<file path="src/rtl/dram_mux_pkg.sv">
package dram_mux_pkg;
  typedef enum logic [2:0] {
    ACC_NONE,
    ACC_OPEN,
    ACC_READ,
    ACC_WRITE
  } acc_kind_e;
endpackage

</file>
<file path="src/rtl/dram_strobe_seq.sv">
module dram_strobe_seq
  import dram_mux_pkg::*;
#(
  parameter int ADDR_W = 2
) (
  input  logic              clk,
  input  logic              rst_n,
  input  logic              row_stb,
  input  logic              col_stb,
  input  logic              wr_en,
  input  logic [ADDR_W-1:0] addr,
  output acc_kind_e         kind,
  output logic              row_open,
  output logic [ADDR_W-1:0] open_row,
  output logic              err
);
  logic reject;

  always_comb begin
    reject = col_stb && (row_stb || !row_open);
    if (row_stb)
      kind = ACC_OPEN;
    else if (col_stb && row_open)
      kind = wr_en ? ACC_WRITE : ACC_READ;
    else
      kind = ACC_NONE;
  end

  always_ff @(posedge clk or negedge rst_n) begin
    if (!rst_n) begin
      row_open <= 1'b0;
      open_row <= '0;
      err      <= 1'b0;
    end else begin
      err <= reject;
      if (row_stb) begin
        row_open <= 1'b1;
        open_row <= addr;
      end
    end
  end

  // a row strobe leaves the addressed row open
  assert_row_opens_R2: assert property (@(posedge clk) disable iff (!rst_n)
    row_stb |=> row_open && open_row == $past(addr));

  // a column strobe with no row open is flagged
  assert_closed_col_flag_R6: assert property (@(posedge clk) disable iff (!rst_n)
    (col_stb && !row_stb && !row_open) |=> err);

  // both strobes together open the row and flag the column
  assert_dual_strobe_R8: assert property (@(posedge clk) disable iff (!rst_n)
    (row_stb && col_stb) |=> (err && row_open));
endmodule

</file>
<file path="src/rtl/dram_cell_grid.sv">
module dram_cell_grid #(
  parameter int ADDR_W = 2,
  parameter int DATA_W = 8
) (
  input  logic                         clk,
  input  logic                         rst_n,
  input  logic [ADDR_W-1:0]            rd_row,
  input  logic                         we,
  input  logic [ADDR_W-1:0]            wr_row,
  input  logic [ADDR_W-1:0]            wr_col,
  input  logic [DATA_W-1:0]            wdata,
  output logic [(2**ADDR_W)*DATA_W-1:0] row_data
);
  localparam int ROWS = 2 ** ADDR_W;
  localparam int COLS = 2 ** ADDR_W;

  logic [DATA_W-1:0] cells [ROWS][COLS];

  for (genvar c = 0; c < COLS; c++) begin : g_row_tap
    assign row_data[c*DATA_W +: DATA_W] = cells[rd_row][c];
  end

  always_ff @(posedge clk) begin
    if (we) cells[wr_row][wr_col] <= wdata;
  end

  // a write lands in the grid at the open row and the selected column
  assert_write_through_R5: assert property (@(posedge clk) disable iff (!rst_n)
    we |=> cells[$past(wr_row)][$past(wr_col)] == $past(wdata));
endmodule

</file>
<file path="src/rtl/dram_row_latch.sv">
module dram_row_latch
  import dram_mux_pkg::*;
#(
  parameter int ADDR_W = 2,
  parameter int DATA_W = 8
) (
  input  logic                          clk,
  input  logic                          rst_n,
  input  acc_kind_e                     kind,
  input  logic [ADDR_W-1:0]             col,
  input  logic [(2**ADDR_W)*DATA_W-1:0] row_data,
  input  logic [DATA_W-1:0]             wdata,
  output logic [DATA_W-1:0]             rdata,
  output logic                          rd_valid
);
  localparam int COLS = 2 ** ADDR_W;

  logic [DATA_W-1:0] line [COLS];

  always_ff @(posedge clk) begin
    if (kind == ACC_OPEN) begin
      for (int c = 0; c < COLS; c++) line[c] <= row_data[c*DATA_W +: DATA_W];
    end else if (kind == ACC_WRITE) begin
      line[col] <= wdata;
    end
  end

  always_ff @(posedge clk or negedge rst_n) begin
    if (!rst_n) begin
      rdata    <= '0;
      rd_valid <= 1'b0;
    end else if (kind == ACC_READ) begin
      rdata    <= line[col];
      rd_valid <= 1'b1;
    end else if (kind == ACC_WRITE) begin
      rd_valid <= 1'b0;
    end
  end

  // a read produces valid data on the next cycle
  assert_read_valid_R3: assert property (@(posedge clk) disable iff (!rst_n)
    (kind == ACC_READ) |=> rd_valid);

  // a write drops the valid flag
  assert_write_clears_R9: assert property (@(posedge clk) disable iff (!rst_n)
    (kind == ACC_WRITE) |=> !rd_valid);

  // read data holds until the next accepted column access
  assert_hold_R7: assert property (@(posedge clk) disable iff (!rst_n)
    (rd_valid && kind != ACC_READ && kind != ACC_WRITE) |=> (rd_valid && $stable(rdata)));
endmodule

</file>
<file path="src/rtl/dram_mux_array.sv">
module dram_mux_array
  import dram_mux_pkg::*;
#(
  parameter int ADDR_W = 2,
  parameter int DATA_W = 8
) (
  input  logic              clk,
  input  logic              rst_n,
  input  logic [ADDR_W-1:0] addr,
  input  logic              row_stb,
  input  logic              col_stb,
  input  logic              wr_en,
  input  logic [DATA_W-1:0] wdata,
  output logic [DATA_W-1:0] rdata,
  output logic              rd_valid,
  output logic              err
);
  localparam int ROW_BITS = (2 ** ADDR_W) * DATA_W;

  acc_kind_e           kind;
  logic                row_open;
  logic [ADDR_W-1:0]   open_row;
  logic [ROW_BITS-1:0] row_data;

  dram_strobe_seq #(.ADDR_W(ADDR_W)) u_seq (
    .clk      (clk),
    .rst_n    (rst_n),
    .row_stb  (row_stb),
    .col_stb  (col_stb),
    .wr_en    (wr_en),
    .addr     (addr),
    .kind     (kind),
    .row_open (row_open),
    .open_row (open_row),
    .err      (err)
  );

  dram_cell_grid #(.ADDR_W(ADDR_W), .DATA_W(DATA_W)) u_grid (
    .clk      (clk),
    .rst_n    (rst_n),
    .rd_row   (addr),
    .we       (kind == ACC_WRITE),
    .wr_row   (open_row),
    .wr_col   (addr),
    .wdata    (wdata),
    .row_data (row_data)
  );

  dram_row_latch #(.ADDR_W(ADDR_W), .DATA_W(DATA_W)) u_line (
    .clk      (clk),
    .rst_n    (rst_n),
    .kind     (kind),
    .col      (addr),
    .row_data (row_data),
    .wdata    (wdata),
    .rdata    (rdata),
    .rd_valid (rd_valid)
  );

  // a refused column strobe leaves the read port untouched
  assert_reject_quiet_R6: assert property (@(posedge clk) disable iff (!rst_n)
    err |-> ($stable(rdata) && $stable(rd_valid)));
endmodule

</file>
<file path="config.mk">
export PLATFORM = sky130hd
export DESIGN_NAME = dram_mux_array
export DESIGN_NICKNAME = d
export VERILOG_FILES = /design/src/rtl/dram_mux_pkg.sv /design/src/rtl/dram_strobe_seq.sv /design/src/rtl/dram_cell_grid.sv /design/src/rtl/dram_row_latch.sv /design/src/rtl/dram_mux_array.sv
export SDC_FILE = /design/constraint.sdc
export NUM_CORES = 1
export LEC_CHECK = 0
export BUFFER_PORTS_ARGS = -buffer_cell sky130_fd_sc_hd__buf_2
export CAP_MARGIN = 20
export CORE_MARGIN = 3
export CORE_UTILIZATION = 30
export CTS_BUF_LIST = sky130_fd_sc_hd__clkbuf_8 sky130_fd_sc_hd__clkbuf_16
export CTS_CLUSTER_SIZE = 16
export DETAILED_ROUTE_END_ITERATION = 16
export GPL_TIMING_DRIVEN = 0
export SETUP_SLACK_MARGIN = 0.02
export SYNTH_ARGS = -nofsm -noshare
export SYNTH_HDL_FRONTEND = slang
export SYNTH_SLANG_ARGS = --single-unit
</file>
<file path="constraint.sdc">
create_clock -name clk -period 2.2 [get_ports clk]
set_clock_uncertainty 0.1 [all_clocks]
set_input_delay 0.11 -clock clk [delete_from_list [all_inputs] [get_ports clk]]
set_output_delay 0.11 -clock clk [all_outputs]
set_load 0.05 [all_outputs]
</file>
==> run metrics, run 1 <==
Final ANT Viol Nets=0; Root Buffer Master=clkbuf_16; Wirelength per Cell=22.0 µm; Area growth syn-to-layout=16.2%; Avg Vias per Cell=between 4 and 5; Placed Cells=between 600 and 700; # port buffers=22; detailed-route via count=between 3000 and 4000; Post-Syn Area=~6800 µm²; count leader, synth=edfxtp_1; initial antenna violation count=0; Slew @ Worst Pin=roughly 800 ps; mux cell area share after synthesis=about a fifth; Placed Instance Area=roughly 7300 µm²; Lkg Pwr=between 0.002 and 0.003 µW; Synth top area share=roughly 70%; Hold Slack=about 26 ps; Nets=370; setup bufs post-CTS=0; Synth cell types=23; largest family of logic cells by synthesized area=multiplexers; vias in the first global route=3355; cell area after layout=approximately 8000 µm²; xor/xnor share of the synthesized area=0%; clk buf depth=2; Final Cycle Share=93.2%; RR Endpoint=u_grid.cells[0][29]; Routed met1 length=around 6400 µm; drt drc=0; WL met2=between 6000 and 7000 µm; Fin. Hold Viols=0; clock sink count=about 170; status=finished, final reports clean; share of cells above drive strength 1=a little over two fifths; asr flop ratio synth=between 7 and 8%; CP Launch Type=flip-flop; DIE WIDTH=around 160 µm; clock slew at the register clock pins of the worst setup and hold paths=60 ps; Iteration-0 DRC Markers=roughly 280; Yosys top cell by area=edfxtp_1; critical path startpoint=u_seq.row_open; Yosys warning count=0; Clk Latency, worst-skew pair=between 400 and 500 ps; core area=~22000 µm²; cells after synthesis=approximately 300; first-pass GRT wire length=~21000 µm; drt total wl=approximately 14000 µm; Final Non-Filler Cells=between 600 and 700; Hold Crit Class=primary input to asynchronous set/reset pin; met3 wire len=851 µm; Worst Path Required=2240 ps; pin count of the biggest net entering global routing=21; R2R Path Start=u_seq.row_open; clock tree from TritonCTS=yes; starting density of the core=~30%; Slew Limit Fails=0; Synth Flop Type=edfxtp_1; grt total ovfl=0; CTS Buf Count=17; RSZ-0062 raised after global routing=no; simple-gate area share of the yosys netlist=2.49%; Peak VDD IR=~0.55 mV; CP Max Fanout=10; Reg2Reg Setup Slack=roughly 150 ps; syn_area_per_cell=between 20 and 25 µm²; total power=about 7200 µW; Seq/Total Area, Yosys=between 70% and 80%; Worst Setup Path Type=flip-flop to flip-flop; slowest stage delay, CP=about 420 ps; EDFF count, synth=160; Max-Cap Viols=0; compound-gate portion of the synthesized area=less than 1%; setup TNS=0 ps; Detailed Routing Iterations Pass 1=4; R2R cell count=5; Mapped Nets=between 300 and 400; All-Layer GR Usage=12.2%; sequence of cells on the critical path=and4b_1, nand2_1, buf_2, nor3_2, buf_4; Ports=25; WP buf/inv=2; Fmax=approximately 490 MHz; min cycle time layout=slightly above 2000 ps; Top Layer Used=met4; Rel. slew slack=between 40% and 50%; ant diodes=0; post-synthesis adder-cell area fraction=0%; Largest delay share family, worst path=simple AND/OR/NAND/NOR gates; WP data arrival=roughly 2100 ps; CTS H-tree depth=4; overall die area=24600 µm²; final setup vio count=0; Synth top cells by count=edfxtp_1 (160), mux2_2 (42), mux4_2 (38), dfrtp_1 (13), nor2_1 (13); FP Rows=between 50 and 60; Area contributors post-synth=edfxtp_1 (70%), mux4_2 (13%), mux2_2 (6.9%); gpl congestion=roughly 0.82; number of synthesized register bits=173; HPWL Detailed=between 9000 and 10000 µm; Die Y=157 µm; crit end category=flip-flop; PD cells=about 900 nW/µm²; Crit-path slowest cell=dfrtp_1
layout make-up:
type / count / area (µm²)
multi-input cells: 120 / 1600
flip-flops and latches: 173 / 5130
repair buffers: 29 / 163
well taps: 280 / 350
fillers: 1998 / 14200
clock inverters: 14 / 129
plain buffers: 13 / 130
inverters: 1 / 3.75
clock buffers: 17 / 425
routing by layer:
metal	vias to the layer above	GRT usage, %
met5	-	0
met2	81	18.8
met1	1731	17.0
met4	0	3.17
li1	1370	-
met3	10	3.60
worst max-delay path by stage:
stage	end	slack [ps]	cells past startpoint
after floorplan	u_grid.cells[0][10]	220	4
after global placement	u_grid.cells[0][26]	-380	4
after detailed placement	u_grid.cells[0][26]	-80	5
after CTS	u_grid.cells[3][15]	10	4
after global routing	u_grid.cells[0][29]	40	5
final	u_grid.cells[0][29]	150	5
stage by stage:
step	utilization (%)	setup WS, ps
2_1_floorplan	-	224
3_3_place_gp	33.0	-382
3_5_place_dp	33.1	-84.0
4_1_cts	35.8	12.2
5_1_grt	35.9	43.1
6_report	35.9	149
logic make-up after synthesis:
family / after synthesis
DFF: 173
and+or+nand+nor: 36
AOI/OAI and AO/OA: 2
muxes: 82
buffers and inverters: 14
registers in the layout, summed over array words and instances, names as in the netlist:
name / cells
u_line.rdata: 8
u_seq.row_open: 1
u_line.rd_valid: 1
u_seq.err: 1
u_seq.open_row: 2
u_grid.cells: 128
u_line.line: 32
cell usage in the layout (no fill, tap or decap), types with 2 or more instances in the layout:
| cell | netlist | routed |
|---|---|---|
| edfxtp_1 | 160 | 160 |
| mux2_2 | 42 | 42 |
| mux4_2 | 38 | 38 |
| buf_2 | 7 | 32 |
| clkbuf_16 | 0 | 17 |
| dfrtp_1 | 13 | 13 |
| nand2_1 | 10 | 10 |
| nor2_2 | 1 | 10 |
| buf_12 | 4 | 4 |
| inv_1 | 1 | 4 |
| nor2_1 | 13 | 4 |
| clkinv_2 | 0 | 4 |
| nor3_2 | 0 | 3 |
| dlygate4sd3_1 | 0 | 3 |
| nand2b_1 | 2 | 2 |
| mux4_1 | 2 | 2 |
| inv_6 | 0 | 2 |
| bufinv_16 | 0 | 2 |
where the power goes:
| part | internal, µW | switching [µW] | total (µW) |
|---|---|---|---|
| logic | 207 | 366 | 573 |
| clock network | 1650 | 1200 | 2850 |
| registers | 3700 | 58.3 | 3760 |
| total | 5550 | 1630 | 7180 |
what timing repair did:
item,4_1_cts,5_1_grt
setup endpoints to repair,45,44
hold buffers,3,0
gates resized for setup,6,6
endpoints found under the hold margin,17,0
(Power assumes the default switching activity.)
==> run 2: changes to the inputs <==
==> constraint.sdc (replaced) <==
create_clock -name clk -period 1.75 [get_ports clk]
set_clock_uncertainty 0.1 [all_clocks]
set_input_delay 0.0875 -clock clk [delete_from_list [all_inputs] [get_ports clk]]
set_output_delay 0.0875 -clock clk [all_outputs]
set_load 0.05 [all_outputs]
==> run metrics, run 2 (synthesis results as in run 1) <==
Detailed Routing Iterations Pass 1=4; detailed-route via count=approximately 3200; Placed Instance Area=around 7300 µm²; drt total wl=14300 µm; Root Buffer Master=clkbuf_16; HPWL Detailed=8830 µm; first-pass GRT wire length=21600 µm; # port buffers=22; overall die area=roughly 25000 µm²; Avg Vias per Cell=roughly 4.8; most frequent cells in the layout=edfxtp_1 (160), mux2_2 (42), mux4_2 (38), buf_2 (26), buf_12 (18); ant diodes=0; Final Cycle Share=between 90% and 100%; # fillers=approximately 1900; WP data arrival=roughly 1800 ps; Top reg by flops=u_grid.cells; Slew Limit Fails=0; Slew @ Worst Pin=740 ps; CP Max Fanout=10; Worst Path Required=1790 ps; commonest non-fill, non-tap cell in the layout=edfxtp_1; Clk Latency, worst-skew pair=roughly 420 ps; Rel. slew slack=between 50 and 60%; All-Layer GR Usage=around an eighth; cell area after layout=8460 µm²; CTS Buf Count=17; Nets=just under 400; PD cells=about 1100 nW/µm²; clock slew at the register clock pins of the worst setup and hold paths=about 70 ps; Iteration-0 DRC Markers=299; Ports=25; gpl congestion=0.814; min cycle time layout=between 1500 and 2000 ps; Fmax=578 MHz; Hold Slack=~10 ps; Worst Setup Path Type=flip-flop to flip-flop; Largest regs=u_grid.cells: 128 flops, u_line.line: 32 flops, u_line.rdata: 8 flops; clock sink count=approximately 170; clk buf depth=2; CTS H-tree depth=4; Final ANT Viol Nets=0; FP Rows=between 50 and 60; clock tree from TritonCTS=yes; Routed met1 length=between 5000 and 6000 µm; Peak VDD IR=between 0.5 and 0.6 mV; max FFs per register=~130; final setup vio count=0; Wirelength per Cell=~21 µm; Top Layer Used=met4; WL met2=just under 7000 µm; Max-Cap Viols=0; Hold Crit Class=primary input to flip-flop; met3 wire len=~1400 µm; Fin. Hold Viols=0; core area=around 22000 µm²; RSZ-0062 raised after global routing=yes; starting density of the core=30.9%; CP Launch Type=flip-flop; initial antenna violation count=0; crit end category=flip-flop; vias in the first global route=3319; pin count of the biggest net entering global routing=21; Die Y=about 160 µm; grt total ovfl=0; status=finished, final reports clean; Lkg Pwr=about 0.0028 µW; DIE WIDTH=around 160 µm; Area growth syn-to-layout=23.8%; drt drc=0; share of cells above drive strength 1=50.4%
run 2: metal layers:
layer / global-route usage, % / vias up
li1: - / 1405
met4: 2.63 / 0
met1: 17.6 / 1687
met3: 3.74 / 8
met5: 0 / -
met2: 18.7 / 124
run 2: final timing paths:
check	from	to	slack, ps	depth (start not counted)
max	u_seq.row_open	u_grid.cells[0][16]	20	5
min	wdata[3]	u_grid.cells[2][3]	10	1
max reg2reg	u_seq.row_open	u_grid.cells[0][16]	20	5
min reg2reg	u_line.rd_valid	u_line.rd_valid	400	1
max in group asynchronous	rst_n	u_seq.open_row[1]	390	3
min in group asynchronous	rst_n	u_seq.open_row[0]	680	3
run 2: area by class of cell:
cell class,instances,area (µm²),area share [%]
Inverter,1,3.75,0.0444
Multi-Input combinational cell,120,1740,20.6
Clock inverter,15,183,2.16
Clock buffer,17,425,5.03
Timing Repair Buffer,46,453,5.36
Sequential cell,173,5130,60.7
Buffer,13,170,2.01
Tap cell,280,350,4.14
run 2: what timing repair did:
item	CTS	global route
resized for setup	46	10
buffers inserted	8	11
hold buffers	5	0
hold endpoints to repair	18	0
endpoints found under the setup margin	167	138
pin swaps	9	12
run 2: worst max-delay path: stages, from the launching register on:
cell     delay [ps]
dfrtp_1         400
and4b_2         340
nand2_4         100
buf_12          170
nor3_4          170
buf_12          160
run 2: through the flow:
stage	std cells	setup WS [ps]	util (%)	total power, µW	setup TNS (ps)
floorplan	307	-3.12	-	5270	-74.9
global placement	609	-437	33.1	5510	-47580
detailed placement	609	-482	33.1	5530	-53510
CTS	654	25.3	37.5	9430	0
global route	665	-50.7	38.3	9690	-662
finish	665	19.8	38.3	9340	0
run 2: where the power goes:
part           leakage (µW)  total [µW]  switching, µW  internal [µW]
clock network      0.000298        3840           1570           2270
logic              0.000885         772            489            283
registers           0.00162        4730           75.7           4650
